### src/rtl/dat_pkg.sv
package dat_pkg;

  localparam int VA_W     = 64;
  localparam int PG_SH    = 12;
  localparam int BIG_SH   = 20;
  localparam int IDX_W    = 11;
  localparam int PIDX_W   = 8;

  // entry bit positions that the walk decodes
  localparam int B_REAL   = 5;
  localparam int B_INV    = 5;
  localparam int B_SPROT  = 9;
  localparam int B_FMT    = 10;
  localparam int B_PINV   = 10;
  localparam int B_PRO    = 9;

  localparam logic [7:0] FLT_NONE = 8'h00;
  localparam logic [7:0] FLT_PROT = 8'h04;
  localparam logic [7:0] FLT_SEG  = 8'h10;
  localparam logic [7:0] FLT_PAGE = 8'h11;
  localparam logic [7:0] FLT_SPEC = 8'h12;

  typedef enum logic [1:0] {ACC_READ, ACC_WRITE, ACC_FETCH, ACC_RSV} acc_e;
  typedef enum logic [1:0] {ST_IDLE, ST_CHECK, ST_REQ, ST_WAIT} st_e;

  // byte offset of the entry selected by va at a given table level
  function automatic logic [VA_W-1:0] tbl_off(input logic [VA_W-1:0] va,
                                              input logic [3:0] lvl);
    logic [IDX_W-1:0] idx;
    case (lvl[3:2])
      2'd0:    idx = va[30:20];
      2'd1:    idx = va[41:31];
      2'd2:    idx = va[52:42];
      default: idx = va[63:53];
    endcase
    return {{(VA_W-IDX_W-3){1'b0}}, idx, 3'b000};
  endfunction

  function automatic logic [VA_W-1:0] pg_off(input logic [VA_W-1:0] va);
    return {{(VA_W-PIDX_W-3){1'b0}}, va[PG_SH+PIDX_W-1:PG_SH], 3'b000};
  endfunction

endpackage

### src/rtl/dat_space_sel.sv
module dat_space_sel
  import dat_pkg::*;
#(
  parameter int AW = VA_W
) (
  input  logic [1:0]    mode,
  input  acc_e          acc,
  input  logic [AW-1:0] cr_pri,
  input  logic [AW-1:0] cr_sec,
  input  logic [AW-1:0] cr_home,
  input  logic [AW-1:0] va,
  output logic [AW-1:0] desc,
  output logic [1:0]    space,
  output logic [3:0]    start_lvl,
  output logic          real_sp,
  output logic          range_ok
);

  always_comb begin
    if (mode == 2'd0) space = 2'd1;
    else if (mode == 2'd2 && acc == ACC_FETCH) space = 2'd1;
    else space = mode;
  end

  always_comb begin
    case (space)
      2'd2:    desc = cr_sec;
      2'd3:    desc = cr_home;
      default: desc = cr_pri;
    endcase
  end

  assign start_lvl = {desc[3:2], 2'b00};
  assign real_sp   = desc[B_REAL];

  always_comb begin
    case (start_lvl[3:2])
      2'd3:    range_ok = 1'b1;
      2'd2:    range_ok = (va[AW-1:53] == '0);
      2'd1:    range_ok = (va[AW-1:42] == '0);
      default: range_ok = (va[AW-1:31] == '0);
    endcase
  end

endmodule

### src/rtl/dat_entry_chk.sv
module dat_entry_chk
  import dat_pkg::*;
#(
  parameter int AW = VA_W
) (
  input  logic [AW-1:0] entry,
  input  logic [3:0]    lvl,
  input  logic [AW-1:0] va,
  input  logic          edat,
  output logic          bad_inv,
  output logic          bad_type,
  output logic          seg_wp,
  output logic          seg_big,
  output logic [AW-1:0] big_addr,
  output logic [AW-1:0] pt_addr,
  output logic [AW-1:0] next_addr,
  output logic          pg_inv,
  output logic          pg_ro,
  output logic [AW-1:0] pg_frame
);

  localparam logic [AW-1:0] ORG_MASK = {{(AW-PG_SH){1'b1}}, {PG_SH{1'b0}}};
  localparam logic [AW-1:0] PT_MASK  = {{(AW-PG_SH+1){1'b1}}, {(PG_SH-1){1'b0}}};
  localparam logic [AW-1:0] BIG_MASK = {{(AW-BIG_SH){1'b1}}, {BIG_SH{1'b0}}};

  logic [3:0] lvl_dn;

  assign lvl_dn    = lvl - 4'd4;
  assign bad_inv   = entry[B_INV];
  assign bad_type  = ({entry[3:2], 2'b00} != lvl);
  assign seg_wp    = entry[B_SPROT];
  assign seg_big   = entry[B_FMT] & edat;
  assign big_addr  = (entry & BIG_MASK) | (va & ~BIG_MASK);
  assign pt_addr   = (entry & PT_MASK) + pg_off(va);
  assign next_addr = (entry & ORG_MASK) + tbl_off(va, lvl_dn);
  assign pg_inv    = entry[B_PINV];
  assign pg_ro     = entry[B_PRO];
  assign pg_frame  = entry & ORG_MASK;

endmodule

### src/rtl/dat_walker.sv
module dat_walker
  import dat_pkg::*;
#(
  parameter int AW = VA_W
) (
  input  logic          clk,
  input  logic          rst,
  input  logic          req_valid,
  input  logic [AW-1:0] req_va,
  input  logic [1:0]    req_acc,
  input  logic [1:0]    req_mode,
  output logic          busy,
  input  logic [AW-1:0] cr_pri,
  input  logic [AW-1:0] cr_sec,
  input  logic [AW-1:0] cr_home,
  input  logic          dat_en,
  input  logic          edat_en,
  output logic          mem_req_valid,
  input  logic          mem_req_ready,
  output logic [AW-1:0] mem_req_addr,
  input  logic          mem_rsp_valid,
  input  logic [AW-1:0] mem_rsp_data,
  output logic          done,
  output logic [AW-1:0] rsp_addr,
  output logic [2:0]    rsp_perm,
  output logic [7:0]    rsp_fault,
  output logic [AW-1:0] rsp_code
);

  localparam logic [AW-1:0] PG_MASK  = {{(AW-PG_SH){1'b1}}, {PG_SH{1'b0}}};

  st_e           state;
  logic [AW-1:0] va_q;
  acc_e          acc_q;
  logic [1:0]    mode_q;
  logic          dat_q, edat_q;
  logic [3:0]    lvl_q;
  logic          page_q;
  logic          wp_q;
  logic [AW-1:0] addr_q;

  logic [AW-1:0] desc;
  logic [1:0]    space;
  logic [3:0]    start_lvl;
  logic          real_sp, range_ok;

  logic          bad_inv, bad_type, seg_wp, seg_big, pg_inv, pg_ro;
  logic [AW-1:0] big_addr, pt_addr, next_addr, pg_frame;

  dat_space_sel #(.AW(AW)) u_space (
    .mode      (mode_q),
    .acc       (acc_q),
    .cr_pri    (cr_pri),
    .cr_sec    (cr_sec),
    .cr_home   (cr_home),
    .va        (va_q),
    .desc      (desc),
    .space     (space),
    .start_lvl (start_lvl),
    .real_sp   (real_sp),
    .range_ok  (range_ok)
  );

  dat_entry_chk #(.AW(AW)) u_entry (
    .entry     (mem_rsp_data),
    .lvl       (lvl_q),
    .va        (va_q),
    .edat      (edat_q),
    .bad_inv   (bad_inv),
    .bad_type  (bad_type),
    .seg_wp    (seg_wp),
    .seg_big   (seg_big),
    .big_addr  (big_addr),
    .pt_addr   (pt_addr),
    .next_addr (next_addr),
    .pg_inv    (pg_inv),
    .pg_ro     (pg_ro),
    .pg_frame  (pg_frame)
  );

  // completion decode
  logic          fin, fin_mask, fin_walk, fin_w, prot;
  logic [7:0]    fin_fault, out_fault;
  logic [AW-1:0] fin_addr;
  logic [2:0]    perm_raw, perm_out;

  always_comb begin
    fin       = 1'b0;
    fin_mask  = 1'b0;
    fin_walk  = 1'b0;
    fin_w     = 1'b1;
    fin_fault = FLT_NONE;
    fin_addr  = '0;
    case (state)
      ST_CHECK: begin
        if (!dat_q) begin
          fin      = 1'b1;
          fin_addr = va_q;
        end else if (real_sp) begin
          fin      = 1'b1;
          fin_addr = va_q;
          fin_mask = 1'b1;
        end else if (!range_ok) begin
          fin       = 1'b1;
          fin_fault = FLT_SPEC;
        end
      end
      ST_WAIT: begin
        if (mem_rsp_valid) begin
          if (!page_q) begin
            if (bad_inv) begin
              fin       = 1'b1;
              fin_fault = FLT_SEG;
            end else if (bad_type) begin
              fin       = 1'b1;
              fin_fault = FLT_SPEC;
            end else if (lvl_q == 4'd0 && seg_big) begin
              fin      = 1'b1;
              fin_walk = 1'b1;
              fin_mask = 1'b1;
              fin_addr = big_addr;
              fin_w    = ~seg_wp;
            end
          end else begin
            fin = 1'b1;
            if (pg_inv) begin
              fin_fault = FLT_PAGE;
            end else begin
              fin_walk = 1'b1;
              fin_mask = 1'b1;
              fin_addr = pg_frame;
              fin_w    = wp_q & ~pg_ro;
            end
          end
        end
      end
      default: ;
    endcase
  end

  assign prot      = fin_walk && (acc_q == ACC_WRITE) && !fin_w;
  assign out_fault = prot ? FLT_PROT : fin_fault;
  assign perm_raw  = {1'b1, fin_w, 1'b1};

  always_comb begin
    perm_out = perm_raw;
    if (fin_mask && mode_q == 2'd2) begin
      if (acc_q == ACC_FETCH) perm_out = perm_raw & 3'b001;
      else                    perm_out = perm_raw & 3'b110;
    end
  end

  // walk sequencing
  always_ff @(posedge clk) begin
    if (rst) begin
      state  <= ST_IDLE;
      va_q   <= '0;
      acc_q  <= ACC_READ;
      mode_q <= 2'd0;
      dat_q  <= 1'b0;
      edat_q <= 1'b0;
      lvl_q  <= 4'd0;
      page_q <= 1'b0;
      wp_q   <= 1'b1;
      addr_q <= '0;
    end else begin
      case (state)
        ST_IDLE: begin
          if (req_valid) begin
            va_q   <= req_va & PG_MASK;
            acc_q  <= acc_e'(req_acc);
            mode_q <= req_mode;
            dat_q  <= dat_en;
            edat_q <= edat_en;
            state  <= ST_CHECK;
          end
        end
        ST_CHECK: begin
          if (fin) begin
            state <= ST_IDLE;
          end else begin
            lvl_q  <= start_lvl;
            page_q <= 1'b0;
            wp_q   <= 1'b1;
            addr_q <= (desc & PG_MASK) + tbl_off(va_q, start_lvl);
            state  <= ST_REQ;
          end
        end
        ST_REQ: begin
          if (mem_req_ready) state <= ST_WAIT;
        end
        ST_WAIT: begin
          if (mem_rsp_valid) begin
            if (fin) begin
              state <= ST_IDLE;
            end else begin
              state <= ST_REQ;
              if (lvl_q == 4'd0) begin
                wp_q   <= ~seg_wp;
                page_q <= 1'b1;
                addr_q <= pt_addr;
              end else begin
                lvl_q  <= lvl_q - 4'd4;
                addr_q <= next_addr;
              end
            end
          end
        end
        default: state <= ST_IDLE;
      endcase
    end
  end

  // registered response
  always_ff @(posedge clk) begin
    if (rst) begin
      done      <= 1'b0;
      rsp_addr  <= '0;
      rsp_perm  <= 3'b000;
      rsp_fault <= FLT_NONE;
      rsp_code  <= '0;
    end else begin
      done <= fin;
      if (fin) begin
        rsp_fault <= out_fault;
        if (out_fault != FLT_NONE) begin
          rsp_addr <= '0;
          rsp_perm <= 3'b000;
          rsp_code <= va_q | {{(AW-3){1'b0}}, prot, space};
        end else begin
          rsp_addr <= fin_addr;
          rsp_perm <= perm_out;
          rsp_code <= '0;
        end
      end
    end
  end

  assign busy          = (state != ST_IDLE);
  assign mem_req_valid = (state == ST_REQ);
  assign mem_req_addr  = addr_q;

endmodule

### config.mk
export PLATFORM = sky130hd
export DESIGN_NAME = dat_walker
export DESIGN_NICKNAME = d
export VERILOG_FILES = /design/src/rtl/dat_pkg.sv /design/src/rtl/dat_space_sel.sv /design/src/rtl/dat_entry_chk.sv /design/src/rtl/dat_walker.sv
export SDC_FILE = /design/constraint.sdc
export NUM_CORES = 1
export LEC_CHECK = 0
export CAP_MARGIN = 5
export CORE_UTILIZATION = 35
export DETAILED_ROUTE_END_ITERATION = 8
export DONT_BUFFER_PORTS = 1
export PLACE_DENSITY = 0.52
export SLEW_MARGIN = 20
export SYNTH_ARGS = -nofsm -noshare
export SYNTH_HDL_FRONTEND = slang
export SYNTH_HIERARCHICAL = 1
export SYNTH_SLANG_ARGS = --single-unit
### constraint.sdc
create_clock -name clk -period 12.42 [get_ports clk]
set_input_delay 2.484 -clock clk [delete_from_list [all_inputs] [get_ports clk]]
set_output_delay 2.484 -clock clk [all_outputs]
set_load 0.05 [all_outputs]
After elaboration in Yosys (flattened, before gate mapping)

Index checks and enable logic that the tools add are counted.
W data, S select, Z words.

Register bits: 270
Bits in latches: 0
Memory bits (writable): 0
Bits in read-only memories: 0
Input port bits: 331
Output and inout port bits: 206
Word-level logic and storage cells: 150
Memories kept: 0

Add/sub/neg operators: 4
Multiply operators: 0
Divide/modulo/power cells: 0
Magnitude comparators: 0
Equal/unequal tests: 21
Shifts and indexed selects: 0
Muxes and demuxes: 83
Bitwise gates (word level): 5
Reductions and logical operators: 22

Operators with widths:

| operator             | count |
|---|---|
| $mux W64             | 14 |
| $pmux W64 S2         | 3 |
| $add A64 B14 Y64     | 2 |
| $pmux W11 S3         | 2 |
| $add A64 B11 Y64     | 1 |
| $or A64 B20 Y64      | 1 |
| $or A64 B3 Y64       | 1 |
| $logic_not A33 Y1    | 1 |
| $mux W11             | 3 |
| $mux W1              | 31 |
| $mux W5              | 6 |
| $mux W8              | 3 |
| $logic_not A22 Y1    | 1 |
| $eq A2 B2 Y1 const B | 9 |
| $mux W4              | 4 |
| $pmux W8 S2          | 1 |
| $mux W2              | 6 |
| $ne A2 B2 Y1 const B | 6 |
| $logic_not A11 Y1    | 1 |
| $reduce_and A5 Y1    | 2 |
| $mux W3              | 3 |
| $eq A2 B1 Y1 const B | 4 |
| $logic_not A2 Y1     | 4 |
| $pmux W1 S2          | 4 |
| other kinds (16)     | 22 |

Depth between registers and ports, before layout

Gate-level depths: netlist of the first run.

Depth after elaboration: 18
Mapped depth: 16
Mapped depth without buffers: 13

Modules after synthesis

Netlist of the first run, hierarchy kept.

Modules (own cells, without submodules):

| module        | times used | cells an instance | area each (sq um) | seq. area each (sq um) |
|---|---|---|---|---|
| dat_walker    | 1          | 1615              | 12709.7           | 5124.9 |
| dat_entry_chk | 1          | 394               | 3017.9            | 0.0 |
| dat_space_sel | 1          | 181               | 1217.4            | 0.0 |

Worst setup path before layout of the first run

Ideal clock, no wire load.

Path kind: input to register
Start point: input cr_home[2]
End point: register addr_q[63] (netlist: mem_req_addr[63])
Setup time: 0.115 ns
Arrival: 5.559 ns
Data required time: 12.305 ns
Path slack: 6.745 ns
Stages on the path: 13
Buffers on the path: 2
Path through: inv_1 a22o_1 o2bb2ai_1 inv_1 buf_4 buf_2 mux4_2 ha_1 a21oi_1 or4_1 or4_1 or3_1 and3_1

Longest elaborated chain between the ends: 9
Elaborated cells on any way between the ends: 20
Classes of those cells: add/sub: 1; eq/ne: 5; mux: 12; reduce/logical: 2

RTL lines:

| element                                           | RTL line                             | source |
|---|---|---|
| start: declaration                                | dat_walker.sv:15                     | `input logic [AW-1:0] cr_home,` |
| $pmux W64 S2 (*)                                  | dat_space_sel.sv:26                  | `case (space)` |
| via desc[2]                                       | dat_walker.sv:42                     | `logic [AW-1:0] desc;` |
| $eq A2 B2 Y1 (tied with other cells)              | dat_pkg.sv:30, dat_space_sel.sv:37   |  |
| $pmux W11 S3 or $pmux W1 S3 (tied branches)       | dat_pkg.sv:30, dat_space_sel.sv:37   |  |
| $mux W11 or $mux W1 (tied branches)               | dat_walker.sv:179, dat_walker.sv:103 |  |
| $mux W11 or $mux W1 (tied branches)               | dat_walker.sv:167, dat_walker.sv:99  |  |
| $mux W11 or $mux W1 (tied branches)               | dat_walker.sv:155, dat_walker.sv:96  |  |
| $add A64 B14 Y64 or $pmux W1 S2 (tied branches)   | dat_walker.sv:185, dat_walker.sv:94  |  |
| $mux W64 or $ne A2 B2 Y1 (tied branches)          | --                                   |  |
| $pmux W64 S2 or $reduce_and A4 Y1 (tied branches) | --                                   |  |
| end signal: assignment                            | dat_walker.sv:185                    | `addr_q <= (desc & PG_MASK) + tbl_off(va_q, start_lvl);` |
| end signal: assignment                            | dat_walker.sv:201                    | `addr_q <= pt_addr;` |
| end signal: assignment                            | dat_walker.sv:204                    | `addr_q <= next_addr;` |
| end: declaration                                  | dat_walker.sv:40                     | `logic [AW-1:0] addr_q;` |

The timed path passes the listed nets; every way through them passes the cells marked *. The select of a mux whose other input is x is not followed.
A chain may end at the register's enable or synchronous reset.

Worst setup path in the final report of the first run

Same ends and word-level chain as after synthesis.

==> impl_metrics.yaml, run 1 <==
run_status:
  status: "completed"
floorplan:
  pin_count: 537
  row_count: 79
  die_h_um: 221
  start_util_pct: 35.8
  die_w_um: 221
  fp.dieArea_mm2: 0.0489
  core_area_mm2: 0.0470
timing:
  tightest_slew_ns: 1.11
  timing.fmax_ghz: 0.171
  setup_viol: 0
  fin_skew_ns: 0.0137
  drv_slew: 0
  rsz0062_at_grt: "false"
  fin_tns_setup_ns: 0
  post-route-period-util_pct: 47.0
  finalHoldViolCount: 0
  min_period_ns: 5.83
  max-slew-margin-rel_pct: 25.2
global_route:
  antenna_found_initial: 3
  grt_max_degree: 145
  grt_overflow: 0
  grt_pass1_vias: 13900
  grt_pass1_wl_um: 91800
  gr-usage-all-layers_pct: 24.5
clock_network:
  clk_latency_ns: 0.59
  cts_root_buf: "clkbuf_16"
  cts_buffer_depth: 3
  cts_resized: 0
  tritoncts: "built"
  numCtsBuffers: 30
  post_cts_buffers: 0
  path_clk_slew_ns: 0.06
  cts-htree-levels: 1
  clock_sinks: 256
  hold_buffers: 0
pwr:
  vdd_drop_max_uv: 93.3
  p_per_area_mw_per_mm2: 123
  p_leak_uw: 0.00547
hold_path:
  hold_depth: 2
  hold_path_startpoint: "edat_q$_SDFFE_PP0P_"
  hold_class: "flop to flop"
  hold_end: "edat_q$_SDFFE_PP0P_"
detailed_routing:
  drt-initial-drc-count: 1646
  vias: 14500
  via_per_inst: 5.81
  wl_per_cell_um: 25.1
  route.final.wire_length_um: 62800
  ant_nets: 0
  firstDrtPassIters: 9
  route.detailed.drc: 0
worst_setup_path:
  r2r_end: "mem_req_addr[63]$_SDFFE_PP0P_"
  rr_startpoint: "acc_q[1]$_SDFFE_PP0P_"
  cp-end-kind: "flop"
  worst-path-max-fanout: 12
  critical_path_class: "input pin to flop"
  worst_ep_arrival_time_ns: 6.31
  ff2ff_setup_slack_ns: 7.16
  critPathLaunchType: "input pin"
  cp.required_ns: 12.90
  reg2reg_depth: 12
layout:
  multi_input_area_mm2: 0.00928
  layout-drive-gt1-share_pct: 6.30
  fin_cells: 2497
  final_nets: 2210
  layout_common_cells: "nand2_1 (441), dfxtp_1 (255), a21oi_1 (166)"
  regArea_mm2: 0.00513
  final_common_cell: "nand2_1"
  area_delta_synth_final_pct: -2.05
  nFillCells: 4987
place:
  finalWeightedCongestion: 0.870
  hpwl_um: 46000
  dp_cells: 2447
  io_buffers: 0
synthesis:
  syn_area_mm2: 0.0168
  synth.avg_cell_area_um2: 7.74
  yosysWarnings: 6
  syn-instance-count: 2171
run:
  maxCapViolCount: 0
## registers in the layout (all words and copies together) (netlist names), named ones only
| signal | cells |
|---|---|
| dat_q | 1 |
| done | 1 |
| rsp_code | 54 |
| rsp_fault | 4 |
| rsp_addr | 64 |
| wp_q | 1 |
| rsp_perm | 3 |
| va_q | 52 |
| mode_q | 2 |
| lvl_q | 4 |
| edat_q | 1 |
| page_q | 1 |
| state | 1 |
| acc_q | 2 |
| mem_req_addr | 64 |
## worst max-delay path, cell delays in order
cell and delay, ns:
inv_1 0.02, a22o_1 0.22, o2bb2ai_1 0.14, inv_1 0.53, mux4_2 0.66, ha_1 0.30, a21oi_1 0.21, or4_1 0.72
or4_1 0.50, or3_1 0.35, and3_1 0.16
## final cells by class
| cell class | count | area share (%) |
|---|---|---|
| multi-input combinational | 1495 | 56.4 |
| sequential | 256 | 31.1 |
| clock buffer | 37 | 4.84 |
| tap | 607 | 4.61 |
| inverter | 75 | 1.71 |
| clock inverter | 12 | 0.676 |
| timing repair buffer | 14 | 0.638 |
| antenna | 1 | 0.0152 |
## worst max-delay path by stage
stage                    start                       endpoint  slack [ns]  depth (start not counted)
floorplan           cr_home[2]  mem_req_addr[63]$_SDFFE_PP0P_        6.75                         13
global placement    cr_home[2]  mem_req_addr[63]$_SDFFE_PP0P_        6.04                         11
detailed placement  cr_home[2]  mem_req_addr[63]$_SDFFE_PP0P_        5.97                         11
CTS                 cr_home[2]  mem_req_addr[63]$_SDFFE_PP0P_        6.59                         11
global route        cr_home[2]  mem_req_addr[63]$_SDFFE_PP0P_        6.42                         11
finish              cr_home[2]  mem_req_addr[63]$_SDFFE_PP0P_        6.59                         11
## stage by stage
step	utilization [%]	hold WS (ns)	worst slack [ns]	cell area (um2)	total power (uW)
after floorplan	-	0.432	6.75	17000	1170
after global placement	33.1	0.463	6.04	15500	1190
after detailed placement	33.1	0.462	5.97	15600	1200
after CTS	35.1	0.471	6.59	16500	2050
after global routing	35.1	0.505	6.42	16500	2100
final	35.1	0.468	6.59	16500	2030
## per-layer routing
metal  global-route usage [%]  up-vias  part of all wire [%]
met3                     7.90       76                   9.7
met4                     5.41        2                   2.4
met2                     42.0      582                    48
li1                         -     6849                     -
met1                     29.6     6997                    40
met5                        0        -                 0.018
## report_power, final
part,switching [uW],internal [uW]
Sequential,73.7,844
Clock,369,472
Combinational,180,86.1
Total,623,1400
Note: power is estimated with default switching activity, not from simulation.
==> inputs of run 2 (changes only) <==
PLACE_DENSITY = 0.54   (was 0.52)
clock period = 5 ns   (was 12.42 ns; I/O delays follow)
==> impl_metrics.yaml, run 2 (synthesis gave the netlist of run 1 again) <==
run_status:
  status: "complete, but fails checks"
  violations: "design-rule violations"
layout:
  layout-drive-gt1-share_pct: 7.28
  final_nets: 2226
  regArea_mm2: 0.00513
  final_common_cell: "nand2_1"
  multi_input_area_mm2: 0.00927
  nFillCells: 4907
  fin_cells: 2518
  area_delta_synth_final_pct: -0.461
  layout_common_cells: "nand2_1 (441), dfxtp_1 (255), a21oi_1 (166)"
clock_network:
  numCtsBuffers: 31
  cts_resized: 0
  clk_latency_ns: 0.60
  post_cts_buffers: 0
  clock_sinks: 256
  cts_buffer_depth: 3
  cts-htree-levels: 1
  cts_root_buf: "clkbuf_16"
  path_clk_slew_ns: 0.06
  tritoncts: "built"
  hold_buffers: 0
global_route:
  grt_pass1_vias: 14000
  grt_max_degree: 145
  gr-usage-all-layers_pct: 24.6
  grt_overflow: 0
  antenna_found_initial: 2
  grt_pass1_wl_um: 92300
floorplan:
  core_area_mm2: 0.0470
  die_h_um: 221
  start_util_pct: 35.8
  die_w_um: 221
  pin_count: 537
  row_count: 79
  fp.dieArea_mm2: 0.0489
pwr:
  p_leak_uw: 0.00560
  switchingPower_uw: 1600
  power_uw: 5290
  swShare_pct: 30.2
  p_per_area_mw_per_mm2: 316
  clockPowerShare_pct: 44.3
  p_seq_share_pct: 43.1
  internal_power_uw: 3690
  p_comb_share_pct: 12.7
  vdd_drop_max_uv: 268
detailed_routing:
  wl_per_cell_um: 25.2
  route.detailed.drc: 22
  drt-initial-drc-count: 1442
  route.final.wire_length_um: 63400
  via_per_inst: 5.90
  vias: 14900
  ant_nets: 0
  firstDrtPassIters: 9
worst_setup_path:
  path_buf_inv: 2
  cpPeakStageDelay_ns: 0.51
  critPathLaunchType: "flop"
  cp_top_family: "simple AND/OR/NAND/NOR gates"
  r2r_end: "mem_req_addr[63]$_SDFFE_PP0P_"
  cp.required_ns: 5.49
  cp_slowest_cell: "or4_1"
  critical_path.cell_chain: "or3b_1 > a21boi_1 > nor2_1 > inv_1 > mux4_2 > ha_1 > a21oi_1 > buf_4 > or4_1 > or4_1 > or3_1 > and3_1"
  ff2ff_setup_slack_ns: 0.88
  reg2reg_depth: 12
  cp-end-kind: "flop"
  worst_ep_arrival_time_ns: 4.60
  worst-path-max-fanout: 12
  cpMostUsedCell: "or4_1"
  worstSetupStartpoint: "acc_q[1]$_SDFFE_PP0P_"
  critical_path_class: "flop to flop"
  rr_startpoint: "acc_q[1]$_SDFFE_PP0P_"
timing:
  fin_skew_ns: 0.0177
  timing.fmax_ghz: 0.243
  fin_tns_setup_ns: 0
  rsz0062_at_grt: "false"
  drv_slew: 0
  min_period_ns: 4.12
  post-route-period-util_pct: 82.4
  setup_slack_ns: 0.882
  finalHoldViolCount: 0
  tightest_slew_ns: 1.08
  setup_viol: 0
  max-slew-margin-rel_pct: 28.0
run:
  maxCapViolCount: 0
place:
  hpwl_um: 46700
  finalWeightedCongestion: 0.876
  dp_cells: 2462
  io_buffers: 0
  dp_slack_ns: 0.711
hold_path:
  hold_path_startpoint: "edat_q$_SDFFE_PP0P_"
  hold_depth: 2
  hold_class: "flop to flop"
  hold_end: "edat_q$_SDFFE_PP0P_"
## run 2: worst max-delay path by stage
stage / end / slack, ns / cells past startpoint
5_1_grt: mem_req_addr[52]$_SDFFE_PP0P_ / 0.66 / 15
4_1_cts: mem_req_addr[63]$_SDFFE_PP0P_ / 0.87 / 12
2_1_floorplan: mem_req_addr[63]$_SDFFE_PP0P_ / 0.81 / 13
3_5_place_dp: mem_req_addr[63]$_SDFFE_PP0P_ / 0.71 / 11
6_report: mem_req_addr[63]$_SDFFE_PP0P_ / 0.88 / 12
3_3_place_gp: mem_req_addr[63]$_SDFFE_PP0P_ / 0.76 / 11
## run 2: per-stage QoR
step / util (%) / hold slack (ns) / cell area (um2)
detailed placement: 33.4 / 0.477 / 15700
floorplan: - / 0.432 / 17000
global placement: 33.4 / 0.475 / 15700
CTS: 35.6 / 0.467 / 16700
finish: 35.6 / 0.479 / 16700
global route: 35.6 / 0.477 / 16700
## run 2: area by class of cell
type / count / area share (%)
diodes: 2 / 0.0299
multi-input cells: 1495 / 55.4
repair buffers: 29 / 1.53
well taps: 607 / 4.54
clock buffers: 42 / 5.24
flip-flops and latches: 256 / 30.6
clock inverters: 12 / 0.935
inverters: 75 / 1.68
## run 2: worst min-delay path: cells and delay by family, from the launching register on
kind             cells  cell delay, ns
flip-flops           1            0.32
AO/OA/AOI/OAI        1            0.05
AND/OR/NAND/NOR      1            0.06
## run 2: routing by layer
metal  part of all wire (%)  routed length, um  vias to the layer above  track usage [%]
met3                     10               6310                       97             8.19
li1                       -                  -                     6877                -
met4                    3.0               1930                        0             7.49
met5                      0                  0                        -                0
met1                     40              25200                     7241             29.6
met2                     47              29900                      645             41.2
## run 2: power by group through the flow
| stage | clock (uW) | sequential (uW) | combinational, uW |
|---|---|---|---|
| after floorplan | 0 | 2250 | 664 |
| final | 2340 | 2280 | 670 |
| after global placement | 0 | 2320 | 660 |
| after CTS | 2370 | 2280 | 673 |
| after detailed placement | 0 | 2320 | 670 |
| after global routing | 2450 | 2280 | 738 |
==> inputs of run 3 (changes only) <==
ABC_AREA = 1   (was not set)
PLACE_DENSITY = 0.52   (was 0.54)
clock period = 3.82 ns   (was 5 ns; I/O delays follow)
==> impl_metrics.yaml, run 3 <==
run_status:
  status: "completed"
timing:
  min_period_ns: 3.47
  tightest_slew_ns: 1.04
  setup_viol: 0
  fin_tns_setup_ns: 0
  fin_skew_ns: 0.0138
  post-route-period-util_pct: 90.8
  finalHoldViolCount: 0
  drv_slew: 0
  rsz0062_at_grt: "false"
  setup_slack_ns: 0.350
  timing.fmax_ghz: 0.288
  max-slew-margin-rel_pct: 30.6
worst_setup_path:
  critical_path.cell_chain: "nand2_2 > inv_4 > nand2_1 > nand3_2 > buf_4 > inv_1 > o21ai_0 > o22ai_1 > inv_1 > ha_1 > fa_1 > nand3_1 > nor2_1 > inv_1 > nor2_1 > nand2_1 > xor2_1 > nand2_1 > a21oi_1"
  cpPeakStageDelay_ns: 0.44
  critical_path_class: "flop to flop"
  cp_slowest_cell: "dfxtp_1"
  critPathLaunchType: "flop"
  cp_top_family: "simple AND/OR/NAND/NOR gates"
  worst_ep_arrival_time_ns: 3.98
  cp-end-kind: "flop"
  worst-path-max-fanout: 11
  path_buf_inv: 5
  cp.required_ns: 4.33
layout:
  final_nets: 2960
  area_delta_synth_final_pct: 0.625
  final_common_cell: "nand2_1"
  layout_common_cells: "nand2_1 (834), nor2_1 (273), dfxtp_1 (255)"
  layout-drive-gt1-share_pct: 5.98
  fin_cells: 3321
place:
  finalWeightedCongestion: 0.951
  dp_slack_ns: 0.277
  io_buffers: 0
  hpwl_um: 59100
  dp_cells: 3269
clock_network:
  post_cts_buffers: 0
  clock_sinks: 256
  cts_resized: 0
  cts_root_buf: "clkbuf_16"
  numCtsBuffers: 31
  path_clk_slew_ns: 0.06
  tritoncts: "built"
  cts_buffer_depth: 3
  hold_buffers: 0
  cts-htree-levels: 1
  clk_latency_ns: 0.58
floorplan:
  row_count: 83
  start_util_pct: 35.4
  pin_count: 537
  fp.dieArea_mm2: 0.0530
  die_w_um: 230
  core_area_mm2: 0.0514
  die_h_um: 230
global_route:
  grt_overflow: 0
  grt_max_degree: 82
  antenna_found_initial: 2
  gr-usage-all-layers_pct: 27.2
  grt_pass1_wl_um: 109000
  grt_pass1_vias: 16700
synthesis:
  synth.avg_cell_area_um2: 6.38
  syn-instance-count: 2858
  syn_area_mm2: 0.0182
  yosysWarnings: 6
run:
  maxCapViolCount: 0
pwr:
  vdd_drop_max_uv: 290
  p_per_area_mw_per_mm2: 503
  p_leak_uw: 0.00745
detailed_routing:
  wl_per_cell_um: 22.3
  via_per_inst: 5.28
  route.detailed.drc: 0
  firstDrtPassIters: 6
  route.final.wire_length_um: 74200
  ant_nets: 0
  vias: 17500
  drt-initial-drc-count: 1308
hold_path:
  hold_class: "input pin to flop"
==> run 3: cell types whose count changed in the layout (fill, tap and decap cells not counted), sizes merged, moves of 33 or more <==
cell	previous run	this run
a222oi	53	0
inv	76	230
nand2	443	850
nand3	49	125
nor2	61	291
nor4	33	0
o21ai	88	209
o22ai	1	56
==> run 3: path summary, 6_finish.rpt <==
kind	from	cells past startpoint	slack [ns]	endpoint
worst min register to register	lvl_q[0]$_SDFFE_PP0P_	2	0.47	lvl_q[0]$_SDFFE_PP0P_
worst max register to register	mode_q[0]$_SDFFE_PP0P_	19	0.35	mem_req_addr[42]$_SDFFE_PP0P_
worst max-delay path	mode_q[0]$_SDFFE_PP0P_	19	0.35	mem_req_addr[42]$_SDFFE_PP0P_
worst min-delay path	rst	1	0.25	page_q$_SDFFE_PP0P_
==> run 3: power breakdown <==
part | total [uW] | leakage (uW) | switching (uW) | internal [uW]
clock | 3110 | 0.000520 | 1200 | 1910
sequential | 3880 | 0.00209 | 930 | 2950
combinational | 2240 | 0.00484 | 1600 | 639
==> run 3: metal layers <==
| layer | global-route usage (%) | share of wire, % | vias up |
|---|---|---|---|
| li1 | - | - | 8578 |
| met1 | 34.4 | 43 | 8248 |
| met2 | 44.9 | 46 | 631 |
| met3 | 7.55 | 8.9 | 92 |
| met4 | 7.49 | 2.5 | 0 |
| met5 | 0 | 0 | - |
==> run 3: per-stage QoR <==
| step | hold WS [ns] | area (um2) | util (%) | power (uW) |
|---|---|---|---|---|
| 3_3_place_gp | 0.453 | 17300 | 33.6 | 6150 |
| 3_5_place_dp | 0.458 | 17300 | 33.6 | 6170 |
| 2_1_floorplan | 0.437 | 18400 | - | 5600 |
| 4_1_cts | 0.216 | 18300 | 35.7 | 9310 |
| 6_report | 0.252 | 18300 | 35.7 | 9230 |
| 5_1_grt | 0.226 | 18300 | 35.7 | 9690 |
==> run 3: layout make-up <==
cell class                      count  area [um2]
Clock buffer                       43         911
Tap cell                          680         851
Antenna cell                        1        2.50
Sequential cell                   256        5130
Clock inverter                      8         150
Timing Repair Buffer               46         420
Multi-Input combinational cell   2056        9990
Inverter                          231         885
Fill cell                        5690       33100
==> run 3: worst register-to-register path, stage by stage (launching register included) <==
cell and delay [ns]:
dfxtp_1 0.44, nand2_2 0.14, inv_4 0.13, nand2_1 0.08
nand3_2 0.12, buf_4 0.16, inv_1 0.08, o21ai_0 0.15
o22ai_1 0.09, inv_1 0.08, ha_1 0.22, fa_1 0.24
nand3_1 0.14, nor2_1 0.23, inv_1 0.08, nor2_1 0.39
nand2_1 0.14, xor2_1 0.23, nand2_1 0.08, a21oi_1 0.15
